==> src/rtl/spi_xfer_pkg.sv <==
package spi_xfer_pkg;
  localparam int CS_W     = 2;
  localparam int NUM_CS   = 1 << CS_W;
  localparam int LEN_W    = 16;
  localparam int SKIP_W   = 8;
  localparam int BYTE_W   = 8;
  localparam int CLEN_W   = 4;
  localparam int CMD_W    = 32;
  // command word field positions
  localparam int CS_LSB   = 30;
  localparam int DUAL_BIT = 28;
  localparam int TXO_BIT  = 27;
  localparam int SKIP_LSB = 16;

  typedef enum logic [1:0] {ST_IDLE, ST_LOAD, ST_SHIFT, ST_DONE} xfer_state_e;

  typedef struct packed {
    logic [CS_W-1:0]   cs;
    logic              dual;
    logic              tx_only;
    logic [SKIP_W-1:0] skip;
    logic [LEN_W-1:0]  len_m1;
  } xfer_cmd_t;
endpackage

==> src/rtl/spi_cmd_decode.sv <==
module spi_cmd_decode
  import spi_xfer_pkg::*;
(
  input  logic [CMD_W-1:0]  cmd_word_i,
  input  logic [CLEN_W-1:0] char_len_i,
  input  logic              rev_order_i,
  output xfer_cmd_t         cmd_o,
  output logic              msb_first_o
);
  logic unused_bits;
  assign unused_bits = ^{cmd_word_i[29], cmd_word_i[26:SKIP_LSB+SKIP_W]};

  assign cmd_o.cs      = cmd_word_i[CS_LSB +: CS_W];
  assign cmd_o.dual    = cmd_word_i[DUAL_BIT];
  assign cmd_o.tx_only = cmd_word_i[TXO_BIT];
  assign cmd_o.skip    = cmd_word_i[SKIP_LSB +: SKIP_W];
  assign cmd_o.len_m1  = cmd_word_i[LEN_W-1:0];

  // MSB-first only for one- or two-byte characters
  assign msb_first_o = rev_order_i &&
                       (char_len_i == CLEN_W'(BYTE_W - 1) ||
                        char_len_i == CLEN_W'(2 * BYTE_W - 1));
endmodule

==> src/rtl/spi_byte_shifter.sv <==
module spi_byte_shifter
  import spi_xfer_pkg::*;
(
  input  logic              clk_i,
  input  logic              rst_ni,
  input  logic              load_i,
  input  logic [BYTE_W-1:0] load_data_i,
  input  logic              step_i,
  input  logic              msb_first_i,
  input  logic              dual_i,
  input  logic [1:0]        rx_line_i,
  output logic              mosi_o,
  output logic              byte_done_o,
  output logic [BYTE_W-1:0] rx_next_o
);
  localparam int CNT_W = $clog2(BYTE_W) + 1;

  logic [CNT_W-1:0]  cnt_q, cnt_nxt;
  logic [BYTE_W-1:0] tx_q, rx_q;

  assign cnt_nxt     = cnt_q + (dual_i ? CNT_W'(2) : CNT_W'(1));
  assign byte_done_o = step_i && (cnt_nxt >= CNT_W'(BYTE_W));
  assign mosi_o      = dual_i ? 1'b0 : (msb_first_i ? tx_q[BYTE_W-1] : tx_q[0]);

  always_comb begin
    unique case ({dual_i, msb_first_i})
      2'b00:   rx_next_o = {rx_line_i[0], rx_q[BYTE_W-1:1]};
      2'b01:   rx_next_o = {rx_q[BYTE_W-2:0], rx_line_i[0]};
      2'b10:   rx_next_o = {rx_line_i[1], rx_line_i[0], rx_q[BYTE_W-1:2]};
      default: rx_next_o = {rx_q[BYTE_W-3:0], rx_line_i[1], rx_line_i[0]};
    endcase
  end

  always_ff @(posedge clk_i or negedge rst_ni) begin
    if (!rst_ni) begin
      cnt_q <= '0;
      tx_q  <= '0;
      rx_q  <= '0;
    end else if (load_i) begin
      cnt_q <= '0;
      tx_q  <= load_data_i;
      rx_q  <= '0;
    end else if (step_i) begin
      tx_q  <= msb_first_i ? {tx_q[BYTE_W-2:0], 1'b0} : {1'b0, tx_q[BYTE_W-1:1]};
      rx_q  <= rx_next_o;
      cnt_q <= byte_done_o ? '0 : cnt_nxt;
    end
  end

  // bit counter never reaches a full byte between steps
  p_cnt_range_r5: assert property (@(posedge clk_i) disable iff (!rst_ni)
    cnt_q < CNT_W'(BYTE_W));
endmodule

==> src/rtl/spi_frame_ctrl.sv <==
module spi_frame_ctrl
  import spi_xfer_pkg::*;
(
  input  logic              clk_i,
  input  logic              rst_ni,
  input  logic              cmd_valid_i,
  input  xfer_cmd_t         cmd_i,
  input  logic              tx_empty_i,
  input  logic              bit_tick_i,
  input  logic              byte_done_i,
  input  logic [BYTE_W-1:0] rx_byte_i,
  output logic              tx_pop_o,
  output logic              load_o,
  output logic              step_o,
  output logic              dual_ph_o,
  output logic              rx_push_o,
  output logic [BYTE_W-1:0] rx_data_o,
  output logic              done_o,
  output logic [NUM_CS-1:0] cs_n_o
);
  xfer_state_e       state_q;
  xfer_cmd_t         cmd_q;
  logic [LEN_W-1:0]  byte_idx_q;
  logic              skip_ph, owe_tx, last_byte, keep;

  assign skip_ph   = byte_idx_q < LEN_W'(cmd_q.skip);
  assign dual_ph_o = cmd_q.dual && (cmd_q.skip != '0) && !skip_ph;
  assign owe_tx    = !dual_ph_o;
  assign last_byte = byte_idx_q == cmd_q.len_m1;
  assign keep      = !cmd_q.tx_only && !skip_ph;

  assign tx_pop_o = (state_q == ST_LOAD) && owe_tx && !tx_empty_i;
  assign load_o   = (state_q == ST_LOAD) && (!owe_tx || !tx_empty_i);
  assign step_o   = (state_q == ST_SHIFT) && bit_tick_i;
  assign done_o   = (state_q == ST_DONE);

  for (genvar i = 0; i < NUM_CS; i++) begin : g_cs
    assign cs_n_o[i] = !((state_q != ST_IDLE) && (cmd_q.cs == CS_W'(i)));
  end

  always_ff @(posedge clk_i or negedge rst_ni) begin
    if (!rst_ni) begin
      state_q    <= ST_IDLE;
      cmd_q      <= '0;
      byte_idx_q <= '0;
    end else begin
      unique case (state_q)
        ST_IDLE: if (cmd_valid_i) begin
          cmd_q      <= cmd_i;
          byte_idx_q <= '0;
          state_q    <= ST_LOAD;
        end
        ST_LOAD: if (load_o) state_q <= ST_SHIFT;
        ST_SHIFT: if (step_o && byte_done_i) begin
          if (last_byte) state_q <= ST_DONE;
          else begin
            byte_idx_q <= byte_idx_q + 1'b1;
            state_q    <= ST_LOAD;
          end
        end
        default: state_q <= ST_IDLE;
      endcase
    end
  end

  always_ff @(posedge clk_i or negedge rst_ni) begin
    if (!rst_ni) begin
      rx_push_o <= 1'b0;
      rx_data_o <= '0;
    end else begin
      rx_push_o <= step_o && byte_done_i && keep;
      if (step_o && byte_done_i) rx_data_o <= rx_byte_i;
    end
  end

  p_txonly_no_push_r4: assert property (@(posedge clk_i) disable iff (!rst_ni)
    rx_push_o |-> !cmd_q.tx_only);
  p_skip_no_push_r3: assert property (@(posedge clk_i) disable iff (!rst_ni)
    rx_push_o |-> $past(!skip_ph));
  p_done_single_r2: assert property (@(posedge clk_i) disable iff (!rst_ni)
    done_o |=> !done_o);
  p_stall_r9: assert property (@(posedge clk_i) disable iff (!rst_ni)
    (state_q == ST_LOAD && owe_tx && tx_empty_i) |=> state_q == ST_LOAD);
endmodule

==> src/rtl/spi_xfer_engine.sv <==
module spi_xfer_engine
  import spi_xfer_pkg::*;
(
  input  logic              clk_i,
  input  logic              rst_ni,
  input  logic              cmd_valid_i,
  input  logic [CMD_W-1:0]  cmd_i,
  input  logic [CLEN_W-1:0] char_len_i,
  input  logic              rev_order_i,
  input  logic              loop_i,
  input  logic              bit_tick_i,
  input  logic [BYTE_W-1:0] tx_data_i,
  input  logic              tx_empty_i,
  output logic              tx_pop_o,
  output logic [BYTE_W-1:0] rx_data_o,
  output logic              rx_push_o,
  output logic              sclk_o,
  output logic [NUM_CS-1:0] cs_n_o,
  output logic              mosi_o,
  input  logic [1:0]        miso_i,
  output logic              done_o
);
  xfer_cmd_t         dec_cmd;
  logic              msb_first, load, step, dual_ph, byte_done, mosi_int;
  logic [BYTE_W-1:0] rx_next, load_data;
  logic [1:0]        rx_line;

  assign rx_line   = {miso_i[1], loop_i ? mosi_int : miso_i[0]};
  assign load_data = dual_ph ? '0 : tx_data_i;
  assign sclk_o    = step;
  assign mosi_o    = mosi_int;

  spi_cmd_decode u_dec (
    .cmd_word_i (cmd_i),
    .char_len_i (char_len_i),
    .rev_order_i(rev_order_i),
    .cmd_o      (dec_cmd),
    .msb_first_o(msb_first)
  );

  spi_frame_ctrl u_ctrl (
    .clk_i      (clk_i),
    .rst_ni     (rst_ni),
    .cmd_valid_i(cmd_valid_i),
    .cmd_i      (dec_cmd),
    .tx_empty_i (tx_empty_i),
    .bit_tick_i (bit_tick_i),
    .byte_done_i(byte_done),
    .rx_byte_i  (rx_next),
    .tx_pop_o   (tx_pop_o),
    .load_o     (load),
    .step_o     (step),
    .dual_ph_o  (dual_ph),
    .rx_push_o  (rx_push_o),
    .rx_data_o  (rx_data_o),
    .done_o     (done_o),
    .cs_n_o     (cs_n_o)
  );

  spi_byte_shifter u_shift (
    .clk_i      (clk_i),
    .rst_ni     (rst_ni),
    .load_i     (load),
    .load_data_i(load_data),
    .step_i     (step),
    .msb_first_i(msb_first),
    .dual_i     (dual_ph),
    .rx_line_i  (rx_line),
    .mosi_o     (mosi_int),
    .byte_done_o(byte_done),
    .rx_next_o  (rx_next)
  );

  p_cs_onehot_r1: assert property (@(posedge clk_i) disable iff (!rst_ni)
    $onehot0(~cs_n_o));
  p_cs_release_r2: assert property (@(posedge clk_i) disable iff (!rst_ni)
    done_o |=> (&cs_n_o));
  p_sclk_in_frame_r10: assert property (@(posedge clk_i) disable iff (!rst_ni)
    sclk_o |-> !(&cs_n_o));
endmodule

==> config.mk <==
export PLATFORM = sky130hd
export DESIGN_NAME = spi_xfer_engine
export DESIGN_NICKNAME = d
export VERILOG_FILES = /design/src/rtl/spi_xfer_pkg.sv /design/src/rtl/spi_cmd_decode.sv /design/src/rtl/spi_byte_shifter.sv /design/src/rtl/spi_frame_ctrl.sv /design/src/rtl/spi_xfer_engine.sv
export SDC_FILE = /design/constraint.sdc
export NUM_CORES = 1
export LEC_CHECK = 0
export BUFFER_PORTS_ARGS = -buffer_cell sky130_fd_sc_hd__buf_2
export CAP_MARGIN = 20
export CELL_PAD_IN_SITES_DETAIL_PLACEMENT = 1
export CELL_PAD_IN_SITES_GLOBAL_PLACEMENT = 1
export CORE_UTILIZATION = 43
export DETAILED_ROUTE_END_ITERATION = 8
export PLACE_DENSITY = 0.89
export SLEW_MARGIN = 40
export SYNTH_ARGS = -nofsm -noshare
export SYNTH_HDL_FRONTEND = slang
export SYNTH_SLANG_ARGS = --single-unit
==> constraint.sdc <==
create_clock -name clk_i -period 4.25 [get_ports clk_i]
set_input_delay 1.0625 -clock clk_i [delete_from_list [all_inputs] [get_ports clk_i]]
set_output_delay 1.0625 -clock clk_i [all_outputs]
set_load 0.005 [all_outputs]
==> results of run 1 <==
registers in the layout, indices dropped and copies added (netlist names):
signal and cells:
u_ctrl.state_q 2, u_shift.rx_q 8, u_shift.tx_q 8, u_ctrl.rx_push_o 1, u_ctrl.rx_data_o 8, u_ctrl.cmd_q 28, u_shift.cnt_q 4, u_ctrl.byte_idx_q 16
logic make-up after synthesis:
logic type                 count (synthesis)  synth area share, %
xor gates and xnor gates                  17                 3.59
adders and majority gates                 11                 3.50
muxes                                     19                 4.83
and+or+nand+nor                          199                 22.7
buffers and inverters                     42                 4.14
DFF                                       75                 45.3
AOI/OAI and AO/OA                         94                 15.9
where the power goes:
part	leakage, nW	switching [mW]	internal, mW	total, mW
sequential	0.963	0.244	0.960	1.20
combinational	1.20	0.626	0.445	1.07
clock	0.106	0.287	0.332	0.619
total	2.27	1.16	1.74	2.89
placed cells by master (no fill, tap or decap), types with 9 or more instances in the layout:
cell                       synthesis  routed
sky130_fd_sc_hd__a21oi_1          34      34
sky130_fd_sc_hd__and2_1           10      10
sky130_fd_sc_hd__buf_2             2      63
sky130_fd_sc_hd__clkbuf_8          0       9
sky130_fd_sc_hd__dfrtp_1          75      75
sky130_fd_sc_hd__ha_1             10      10
sky130_fd_sc_hd__inv_1            20      20
sky130_fd_sc_hd__mux2i_1          11      11
sky130_fd_sc_hd__nand2_1         114     113
sky130_fd_sc_hd__nand4_1          12      12
sky130_fd_sc_hd__nor2_1           24      24
sky130_fd_sc_hd__o21ai_0          10      10
sky130_fd_sc_hd__xnor2_1          17      17
worst max-delay path, delay by kind of cell, from the launching register on:
kind	cells	cell delay, ns
compound gates	5	1.08
fa+ha+maj	2	0.58
buf+inv	1	0.12
flops	1	0.47
simple gates	5	1.57
path summary, 6_finish.rpt:
kind                                       from                     to  cells past startpoint
setup reg to reg           u_ctrl.byte_idx_q[5]  u_ctrl.byte_idx_q[15]                     13
min in group asynchronous                rst_ni    u_ctrl.rx_data_o[7]                      1
setup / recovery           u_ctrl.byte_idx_q[5]  u_ctrl.byte_idx_q[15]                     13
hold reg to reg             u_ctrl.rx_data_o[6]    u_ctrl.rx_data_o[6]                      1
hold / removal              u_ctrl.rx_data_o[6]    u_ctrl.rx_data_o[6]                      1
max in group asynchronous                rst_ni       u_ctrl.cmd_q[12]                      2
per-layer routing:
metal,vias up,share of wire (%),GRT usage [%]
li1,1723,-,-
met3,15,2.6,2.79
met5,-,0,0
met2,72,54,46.7
met4,0,1.7,8.92
met1,1831,41,29.9
final cells by class:
type / count / area, µm²
sequential: 75 / 1880
fill: 1132 / 4470
timing repair buffer: 71 / 375
clock inverter: 6 / 90.1
multi-input combinational: 340 / 2100
clock buffer: 10 / 128
tap: 129 / 161
inverter: 21 / 78.8
through the flow:
step,setup slack [ns],total power [mW],utilization (%),std cells,area (µm²)
finish,0.337,2.89,51.9,652,4810
global route,0.0254,3.11,51.9,652,4810
CTS,0.341,2.91,51.8,652,4810
detailed placement,0.375,2.27,49.4,636,4590
global placement,0.559,2.16,49.4,636,4590
floorplan,0.619,1.89,-,457,4140
==> tab_implementation.tex, run 1 <==
\begin{tabular}{lr}
\hline
Metric & Value \\
\hline
\multicolumn{2}{l}{\textbf{Floorplanning}} \\
Number of top-level pins & 70 \\
Placeable Area & $\sim$9300 µm² \\
Die X-Extent & around 100 µm \\
Initial Util & approximately 45\% \\
Total Die Area & approximately 10000 µm² \\
Die height & between 100 and 150 µm \\
Number of placement rows & 35 \\
\multicolumn{2}{l}{\textbf{Worst setup path}} \\
Startpoint-to-endpoint class of the critical path & reg -> reg \\
Most frequent CP cell & sky130\_fd\_sc\_hd\_\_ha\_1 \\
Crit path capture type & flop \\
Standard cell with the maximum stage delay on the critical path & sky130\_fd\_sc\_hd\_\_or4\_1 \\
Reg-to-reg setup timing slack & between 0.3 and 0.4 ns \\
Required time of the worst setup path & about 4.5 ns \\
Critical path, cell by cell & ha\_1, and4\_1, o21ai\_0, o211ai\_1, and2\_0, inv\_1, ha\_1, nand3\_1, a32oi\_2, a2bb2oi\_2, or3\_4, or4\_1, a21oi\_1 \\
Arr. time, crit path & 4.18 ns \\
Worst path max stage delay & just under 0.5 ns \\
Worst setup SP type & flop \\
Worst Path Max Fanout & 14 \\
\multicolumn{2}{l}{\textbf{Clock tree}} \\
Postcts setup bufs & 0 \\
Number of sinks handled by clock tree synthesis & 75 \\
CTS buffer count & 9 \\
Clock tree from TritonCTS & yes \\
Clock latency on the worst-skew pair & approximately 0.35 ns \\
H-tree depth reported by CTS & 3 \\
Post-CTS Hold Buffers & 0 \\
Clock slew at the register clock pins of the worst setup and hold paths & roughly 0.080 ns \\
Master cell of the clock root buffer & sky130\_fd\_sc\_hd\_\_clkbuf\_8 \\
Count of instances resized after the clock tree is built & 0 \\
Largest buffer count on any clock path & 2 \\
\multicolumn{2}{l}{\textbf{Global route}} \\
Overall Global Routing Usage & 25.1\% \\
Wire length of the first global-routing pass & around 20000 µm \\
Number of antenna violations at the first check in global routing & 0 \\
Remaining global-route overflow & 0 \\
Pin count of the biggest net entering global routing & 48 \\
Number of global-route vias before repair & 3987 \\
\multicolumn{2}{l}{\textbf{Synth}} \\
Synth unique cells & 55 \\
Dominant register cell in the synthesized netlist & sky130\_fd\_sc\_hd\_\_dfrtp\_1 \\
Number of warning messages in the yosys log & 0 \\
Post-synth EDFFs & 0 \\
Post-synth top cells & 114 x sky130\_fd\_sc\_hd\_\_nand2\_1, 75 x sky130\_fd\_sc\_hd\_\_dfrtp\_1, 34 x sky130\_fd\_sc\_hd\_\_a21oi\_1 \\
Nets in the synthesized netlist & roughly 520 \\
Share of Yosys cell area claimed by the top area cell type & a little under half \\
Post-synthesis register bit count & 75 \\
Biggest area contributors in the synthesized netlist & sky130\_fd\_sc\_hd\_\_dfrtp\_1 45\%, sky130\_fd\_sc\_hd\_\_nand2\_1 10\%, sky130\_fd\_sc\_hd\_\_a21oi\_1 4.1\% \\
Number of instances in the synthesized netlist & roughly 460 \\
Cell taking the most area after synthesis & sky130\_fd\_sc\_hd\_\_dfrtp\_1 \\
Share of synthesized area occupied by flip-flops and latches & a little under half \\
Synthesized area per cell & 9.07 µm² \\
Synthesized area & roughly 4100 µm² \\
Fraction of registers with async set/reset & 100\% \\
Most repeated cell in the gate-level netlist after synthesis & sky130\_fd\_sc\_hd\_\_nand2\_1 \\
\multicolumn{2}{l}{\textbf{Cells and area}} \\
Area Overhead vs Synth & 16.2\% \\
Number of diodes added for antenna fixing & 0 \\
Layout cell share with drive strength beyond 1 & between 20\% and 30\% \\
Nets@finish & 582 \\
\multicolumn{2}{l}{\textbf{Timing}} \\
Worst Max-Slew Pin Slew & 0.786 ns \\
Accumulated negative setup slack & 0 ns \\
FMAX & 0.256 GHz \\
Period Utilization, post-route & 92.1\% \\
Number of endpoints with negative hold slack in the final report & 0 \\
RSZ-0062 raised after global routing & false \\
Number of setup violations in the final report & 0 \\
Final worst clock skew & approximately 0.011 ns \\
Post-layout minimum cycle time & about 4 ns \\
Slew HR & between 40\% and 50\% \\
Max-slew violations & 0 \\
Worst hold slack across all endpoints & between 0.5 and 0.6 ns \\
\multicolumn{2}{l}{\textbf{Detailed routing}} \\
DRC viols & 0 \\
Antenna viol nets, final & 0 \\
Number of DRC markers in iteration 0 & between 100 and 150 \\
Total routed wirelength & about 12000 µm \\
Initial DRT Pass Iterations & 4 \\
Routed via count & approximately 3600 \\
Avg Vias per Cell & 5.58 \\
Wire length per cell & 17.7 µm \\
\multicolumn{2}{l}{\textbf{Power}} \\
Leakage power summed over all cells & between 2 and 2.5 nW \\
Ratio of total power to cell area & about 600 nW/µm² \\
Maximum ir drop on the vdd rail & 0.215 mV \\
\multicolumn{2}{l}{\textbf{Outcome}} \\
Result of the run & complete, no violations \\
\multicolumn{2}{l}{\textbf{Worst hold path}} \\
Min-delay worst type & reg -> reg \\
\multicolumn{2}{l}{\textbf{Run}} \\
Maximum capacitance violations & 0 \\
\multicolumn{2}{l}{\textbf{Place}} \\
Input/output buffers & 64 \\
Final weighted congestion in routability-driven placement & $\sim$0.85 \\
HPWL reported at the end of detailed placement & approximately 8300 µm \\
\hline
\end{tabular}
(Power assumes the default switching activity.)
==> run 2: changes to the inputs <==
- CORE_MARGIN: default -> 3
- CORE_UTILIZATION: 43 -> 39
- PLACE_DENSITY: 0.89 -> 0.86
- clock period: 4.25 -> 3.4 ns (I/O delays scaled with it)
==> run 2 against run 1 <==
Net effect: clock skew shrank 0.0012 ns; wire length grew 5.8%; sequential cell count is the same; count of clock-buffer cells in the layout shrank 1; clock power grew 48%; die area grew 19%.
==> tab_implementation.tex, run 2 (synthesis gave the netlist of run 1 again) <==
\begin{tabular}{lr}
\hline
Metric & Value \\
\hline
\multicolumn{2}{l}{\textbf{Cells and area}} \\
Layout cell share with drive strength beyond 1 & a little over a quarter \\
Top flop regs & u\_ctrl.cmd\_q (28), u\_ctrl.byte\_idx\_q (16) \\
Nets@finish & $\sim$600 \\
Finished Cell Area & around 5100 µm² \\
Number of flip-flops in the largest register & 28 \\
Most common cell after layout, fill and taps aside & sky130\_fd\_sc\_hd\_\_nand2\_1 \\
Top reg by flops & u\_ctrl.cmd\_q \\
Number of inserted filler cells in the final layout & 1224 \\
Number of diodes added for antenna fixing & 0 \\
Area taken by multi-input logic gates & roughly 2200 µm² \\
Footprint of the flip-flops and latches & between 1500 and 2000 µm² \\
Commonest cells after routing, fill and taps aside & 113 x sky130\_fd\_sc\_hd\_\_nand2\_1, 75 x sky130\_fd\_sc\_hd\_\_dfrtp\_1, 64 x sky130\_fd\_sc\_hd\_\_buf\_2 \\
Area Overhead vs Synth & 23.5\% \\
\multicolumn{2}{l}{\textbf{Timing}} \\
Worst hold slack across all endpoints & 0.502 ns \\
Slew HR & 47.6\% \\
Period Utilization, post-route & between 90 and 100\% \\
Number of setup violations in the final report & 0 \\
Post-layout minimum cycle time & around 3.3 ns \\
Final worst clock skew & between 0.009 and 0.01 ns \\
Number of endpoints with negative hold slack in the final report & 0 \\
Worst Max-Slew Pin Slew & about 0.78 ns \\
Max-slew violations & 0 \\
FMAX & 0.299 GHz \\
\multicolumn{2}{l}{\textbf{Worst setup path}} \\
Crit path capture type & flop \\
Arr. time, crit path & around 3.6 ns \\
Worst setup SP type & flop \\
Required time of the worst setup path & between 3 and 4 ns \\
Startpoint-to-endpoint class of the critical path & reg -> reg \\
Worst Path Max Fanout & 7 \\
\multicolumn{2}{l}{\textbf{Detailed routing}} \\
Avg Vias per Cell & approximately 5.5 \\
Antenna viol nets, final & 0 \\
Wire length per cell & about 18 µm \\
Total routed wirelength & 12200 µm \\
Initial DRT Pass Iterations & 4 \\
Routed via count & about 3800 \\
DRC viols & 0 \\
Number of DRC markers in iteration 0 & $\sim$110 \\
\multicolumn{2}{l}{\textbf{Place}} \\
Final weighted congestion in routability-driven placement & just over 0.8 \\
Input/output buffers & 64 \\
Instance area at placement & $\sim$4700 µm² \\
HPWL reported at the end of detailed placement & approximately 8300 µm \\
\multicolumn{2}{l}{\textbf{Clock tree}} \\
Post-CTS Hold Buffers & 0 \\
Clock tree from TritonCTS & yes \\
Largest buffer count on any clock path & 2 \\
Clock latency on the worst-skew pair & 0.36 ns \\
CTS buffer count & 9 \\
Master cell of the clock root buffer & sky130\_fd\_sc\_hd\_\_clkbuf\_8 \\
H-tree depth reported by CTS & 3 \\
Number of sinks handled by clock tree synthesis & between 70 and 80 \\
Clock slew at the register clock pins of the worst setup and hold paths & about 0.080 ns \\
\multicolumn{2}{l}{\textbf{Global route}} \\
Overall Global Routing Usage & between 20\% and 30\% \\
Wire length of the first global-routing pass & around 19000 µm \\
Number of antenna violations at the first check in global routing & 0 \\
Number of global-route vias before repair & $\sim$3900 \\
Remaining global-route overflow & 0 \\
Pin count of the biggest net entering global routing & 76 \\
\multicolumn{2}{l}{\textbf{Outcome}} \\
Result of the run & complete, no violations \\
\multicolumn{2}{l}{\textbf{Floorplanning}} \\
Die X-Extent & 109 µm \\
Die height & roughly 110 µm \\
Total Die Area & approximately 12000 µm² \\
Placeable Area & about 10000 µm² \\
Number of top-level pins & 70 \\
Number of placement rows & 37 \\
Initial Util & 40.1\% \\
\multicolumn{2}{l}{\textbf{Power}} \\
Maximum ir drop on the vdd rail & slightly above 0.3 mV \\
Leakage power summed over all cells & roughly 2.4 nW \\
Ratio of total power to cell area & roughly 760 nW/µm² \\
\multicolumn{2}{l}{\textbf{Worst hold path}} \\
Min-delay worst type & reg -> reg \\
\multicolumn{2}{l}{\textbf{Run}} \\
Maximum capacitance violations & 0 \\
\hline
\end{tabular}
run 2: cell count changes in the layout (fill, tap and decap cells not counted), sizes merged:
cell,delta
clkinvlp,-1
or3,+1
inv,+1
buf,+22
clkinv,-2
bufinv,+2
clkbuf,-1
run 2: cell type report:
| type | count | share of cell area, % |
|---|---|---|
| repair buffers | 93 | 10.6 |
| inverters | 21 | 1.54 |
| clock inverters | 6 | 2.69 |
| multi-input cells | 341 | 42.8 |
| flip-flops and latches | 75 | 36.7 |
| well taps | 136 | 3.33 |
| clock buffers | 9 | 2.42 |
run 2: layer usage:
layer  wire length, µm  vias up  global-route usage (%)  share of wire [%]
li1                  -     1769                       -                  -
met1              4990     1883                    25.0                 41
met2              6610       83                    36.2                 54
met3               429       19                    3.91                3.5
met4               186        0                    7.66                1.5
met5                 0        -                       0                  0
run 2: final timing paths:
check,from,endpoint,slack [ns],depth (start not counted)
min in group asynchronous,rst_ni,u_ctrl.rx_data_o[7],0.61,2
max reg2reg,u_ctrl.cmd_q[18],u_ctrl.byte_idx_q[4],0.06,15
max in group asynchronous,rst_ni,u_ctrl.byte_idx_q[14],2.32,2
max,u_ctrl.cmd_q[18],u_ctrl.byte_idx_q[4],0.06,15
min,u_ctrl.cmd_q[11],u_ctrl.cmd_q[11],0.50,2
min reg2reg,u_ctrl.cmd_q[11],u_ctrl.cmd_q[11],0.50,2
run 2: power by group:
| part | switching (mW) | internal (mW) |
|---|---|---|
| sequential | 0.295 | 1.20 |
| clock | 0.352 | 0.562 |
| combinational | 0.850 | 0.654 |
run 2: critical path, cell delays in order (launching register included):
cell and delay, ns:
sky130_fd_sc_hd__dfrtp_1 0.38, sky130_fd_sc_hd__inv_1 0.12, sky130_fd_sc_hd__ha_4 0.22, sky130_fd_sc_hd__a211o_1 0.26
sky130_fd_sc_hd__a31oi_2 0.21, sky130_fd_sc_hd__o211ai_1 0.15, sky130_fd_sc_hd__and2_4 0.19, sky130_fd_sc_hd__ha_4 0.26
sky130_fd_sc_hd__a21o_1 0.12, sky130_fd_sc_hd__a32oi_2 0.09, sky130_fd_sc_hd__a2bb2oi_4 0.19, sky130_fd_sc_hd__buf_4 0.16
sky130_fd_sc_hd__a2111oi_4 0.41, sky130_fd_sc_hd__buf_4 0.23, sky130_fd_sc_hd__nand3b_1 0.12, sky130_fd_sc_hd__a21oi_2 0.15
run 2: per-stage QoR:
stage / power, mW / util (%) / std cells / worst slack, ns / setup TNS [ns]
after detailed placement: 2.88 / 45.7 / 656 / -0.0742 / -0.575
after global placement: 2.74 / 45.6 / 656 / 0.0972 / 0
after floorplan: 2.38 / - / 457 / -0.0463 / -0.0926
after CTS: 3.84 / 48.4 / 672 / 0.0326 / 0
final: 3.91 / 49.6 / 681 / 0.0552 / 0
after global routing: 4.20 / 49.6 / 681 / -0.0928 / -0.345
run 2: timing repair:
item / in CTS / in global routing
endpoints found under the setup margin: 18 / 15
gates resized for setup: 5 / 8
setup buffers: 0 / 9
cloned: 1 / 0
pin swaps: 1 / 5
==> run 3: changes to the inputs <==
- CORE_UTILIZATION: 39 -> 43
- PLACE_DENSITY: 0.86 -> 0.89
- clock period: 3.4 -> 3.25 ns (I/O delays scaled with it)
==> run 3 against run 2 <==
Net effect: the flow now finishes with violations (negative setup slack); sequential share of layout area fell by 1.9 points; combinational power up 23%; clock skew grew 0.0071 ns; largest power group unchanged; highest routed layer unchanged.
==> tab_implementation.tex, run 3 (synthesis gave the netlist of run 1 again) <==
\begin{tabular}{lr}
\hline
Metric & Value \\
\hline
\multicolumn{2}{l}{\textbf{Outcome}} \\
Result of the run & finished with violations \\
Failing checks & negative setup slack \\
\multicolumn{2}{l}{\textbf{Cells and area}} \\
Area taken by multi-input logic gates & 2320 µm² \\
Number of diodes added for antenna fixing & 0 \\
Number of inserted filler cells in the final layout & between 1000 and 1500 \\
Commonest cells after routing, fill and taps aside & 113 x sky130\_fd\_sc\_hd\_\_nand2\_1, 75 x sky130\_fd\_sc\_hd\_\_dfrtp\_1, 65 x sky130\_fd\_sc\_hd\_\_buf\_2 \\
Number of flip-flops in the largest register & 28 \\
Nets@finish & roughly 620 \\
Layout cell share with drive strength beyond 1 & about 33\% \\
Number of standard cells in the layout, taps in and fillers out & 692 \\
Most common cell after layout, fill and taps aside & sky130\_fd\_sc\_hd\_\_nand2\_1 \\
Area Overhead vs Synth & 30.3\% \\
Footprint of the flip-flops and latches & about 1900 µm² \\
Utilization after layout & between 50\% and 60\% \\
Top flop regs & u\_ctrl.cmd\_q (28), u\_ctrl.byte\_idx\_q (16) \\
Top reg by flops & u\_ctrl.cmd\_q \\
\multicolumn{2}{l}{\textbf{Timing}} \\
Accumulated negative setup slack & -2.49 ns \\
FMAX & 0.287 GHz \\
Max-slew violations & 0 \\
Worst Max-Slew Pin Slew & between 0.9 and 1 ns \\
Post-layout minimum cycle time & 3.49 ns \\
Worst path setup slack after routing & -0.237 ns \\
Worst hold slack across all endpoints & roughly 0.44 ns \\
Slew HR & between 30 and 40\% \\
Period Utilization, post-route & 107\% \\
Final worst clock skew & 0.0170 ns \\
RSZ-0062 raised after global routing & true \\
Number of endpoints with negative hold slack in the final report & 0 \\
Number of setup violations in the final report & 16 \\
\multicolumn{2}{l}{\textbf{Detailed routing}} \\
Avg Vias per Cell & $\sim$5.8 \\
Wire length per cell & 21.2 µm \\
Routed via count & 4004 \\
Antenna viol nets, final & 0 \\
DRC viols & 0 \\
Initial DRT Pass Iterations & 4 \\
Total routed wirelength & about 15000 µm \\
Number of DRC markers in iteration 0 & about 210 \\
\multicolumn{2}{l}{\textbf{Power}} \\
Int Pwr & between 2 and 3 mW \\
Portion of total power attributed to combinational logic & between 40\% and 50\% \\
Ratio of total power to cell area & just over 800 nW/µm² \\
Maximum ir drop on the vdd rail & 0.286 mV \\
Switching power as a share of total power & about two fifths \\
Power share of the sequential group & a little over a third \\
Leakage power summed over all cells & about 2.5 nW \\
Clock network power share & 21.3\% \\
Net switching power & approximately 1.8 mW \\
\multicolumn{2}{l}{\textbf{Worst setup path}} \\
Standard cell with the maximum stage delay on the critical path & sky130\_fd\_sc\_hd\_\_or4\_4 \\
Worst path max stage delay & 0.43 ns \\
Most frequent CP cell & sky130\_fd\_sc\_hd\_\_inv\_2 \\
Crit path capture type & flop \\
Worst setup startpoint & u\_ctrl.cmd\_q[23] \\
Required time of the worst setup path & between 3 and 4 ns \\
Startpoint-to-endpoint class of the critical path & reg -> reg \\
Dominant delay contributor by cell family on the critical path & simple AND/OR/NAND/NOR gates \\
Critical path, cell by cell & inv\_2, ha\_4, and4\_1, o21ai\_2, o211ai\_1, and2\_4, inv\_2, ha\_2, nand3\_1, a32oi\_2, a2bb2oi\_4, buf\_4, or3\_4, or4\_4, a21oi\_2 \\
Startpoint of the worst-slack reg-to-reg timing path & u\_ctrl.cmd\_q[23] \\
Arr. time, crit path & 3.78 ns \\
Worst Path Max Fanout & 6 \\
Buffers \& Inverters on Critical Path & 3 \\
Worst setup SP type & flop \\
\multicolumn{2}{l}{\textbf{Global route}} \\
Overall Global Routing Usage & roughly a quarter \\
Number of global-route vias before repair & approximately 4200 \\
Number of antenna violations at the first check in global routing & 0 \\
Remaining global-route overflow & 0 \\
Wire length of the first global-routing pass & 21600 µm \\
Pin count of the biggest net entering global routing & 76 \\
\multicolumn{2}{l}{\textbf{Floorplanning}} \\
Number of placement rows & 35 \\
Die height & 104 µm \\
Total Die Area & 10900 µm² \\
Number of top-level pins & 70 \\
Die X-Extent & between 100 and 150 µm \\
Placeable Area & 9280 µm² \\
Initial Util & 44.6\% \\
\multicolumn{2}{l}{\textbf{Place}} \\
Worst setup timing slack at the placement stage & -0.257 ns \\
Input/output buffers & 64 \\
Placed Instances & 656 \\
HPWL reported at the end of detailed placement & 8540 µm \\
Final weighted congestion in routability-driven placement & roughly 0.84 \\
\multicolumn{2}{l}{\textbf{Clock tree}} \\
Clock latency on the worst-skew pair & $\sim$0.37 ns \\
Post-CTS Hold Buffers & 0 \\
Master cell of the clock root buffer & sky130\_fd\_sc\_hd\_\_clkbuf\_8 \\
CTS buffer count & 9 \\
H-tree depth reported by CTS & 3 \\
Clock tree from TritonCTS & yes \\
Largest buffer count on any clock path & 2 \\
Clock slew at the register clock pins of the worst setup and hold paths & roughly 0.09 ns \\
Number of sinks handled by clock tree synthesis & 75 \\
\multicolumn{2}{l}{\textbf{Run}} \\
Maximum capacitance violations & 0 \\
\multicolumn{2}{l}{\textbf{Worst hold path}} \\
Min-delay worst type & in -> async \\
\hline
\end{tabular}
==> run 3: area by class of cell <==
| type | count | area share, % |
|---|---|---|
| inverter | 21 | 1.46 |
| clock buffer | 11 | 2.80 |
| timing repair buffer | 111 | 13.3 |
| multi-input combinational | 341 | 42.9 |
| clock inverter | 4 | 1.81 |
| sequential | 75 | 34.8 |
| tap | 129 | 2.99 |
==> run 3: power groups by stage <==
stage                     sequential [mW]  clock (mW)  combinational [mW]
after floorplan                      1.46           0                1.03
after global placement               1.54           0                1.39
after detailed placement             1.57           0                1.50
after CTS                            1.56       0.933                1.60
after global routing                 1.62       0.971                2.01
final                                1.60       0.930                1.84
==> run 3: timing repair <==
item	4_1_cts	5_1_grt
pin swaps	4	13
setup endpoints to repair	26	28
resized for setup	16	29
endpoints found under the hold margin	0	0
gates cloned	1	1
setup buffers	4	16
==> run 3: per-layer routing <==
metal / track usage [%] / vias up / wire length [µm]
li1: - / 1794 / -
met1: 28.4 / 2034 / 5620
met2: 44.6 / 124 / 7850
met3: 3.54 / 52 / 550
met4: 14.2 / 0 / 677
met5: 0 / - / 0
==> run 3: path summary, 6_finish.rpt <==
kind | end | slack, ns | cells after the start
min in group clk_i | u_ctrl.cmd_q[2] | 0.50 | 2
worst max-delay path | u_ctrl.byte_idx_q[11] | -0.24 | 15
worst min register to register | u_ctrl.cmd_q[2] | 0.50 | 2
max in group asynchronous | u_ctrl.byte_idx_q[0] | 2.43 | 2
worst min-delay path | u_shift.rx_q[6] | 0.44 | 2
worst max register to register | u_ctrl.byte_idx_q[11] | -0.24 | 15
==> run 3: per-stage QoR <==
step                      power [mW]  area, µm²
after detailed placement        3.07       4780
after floorplan                 2.49       4170
after global placement          2.93       4780
after CTS                       4.10       5130
final                           4.36       5400
after global routing            4.60       5400
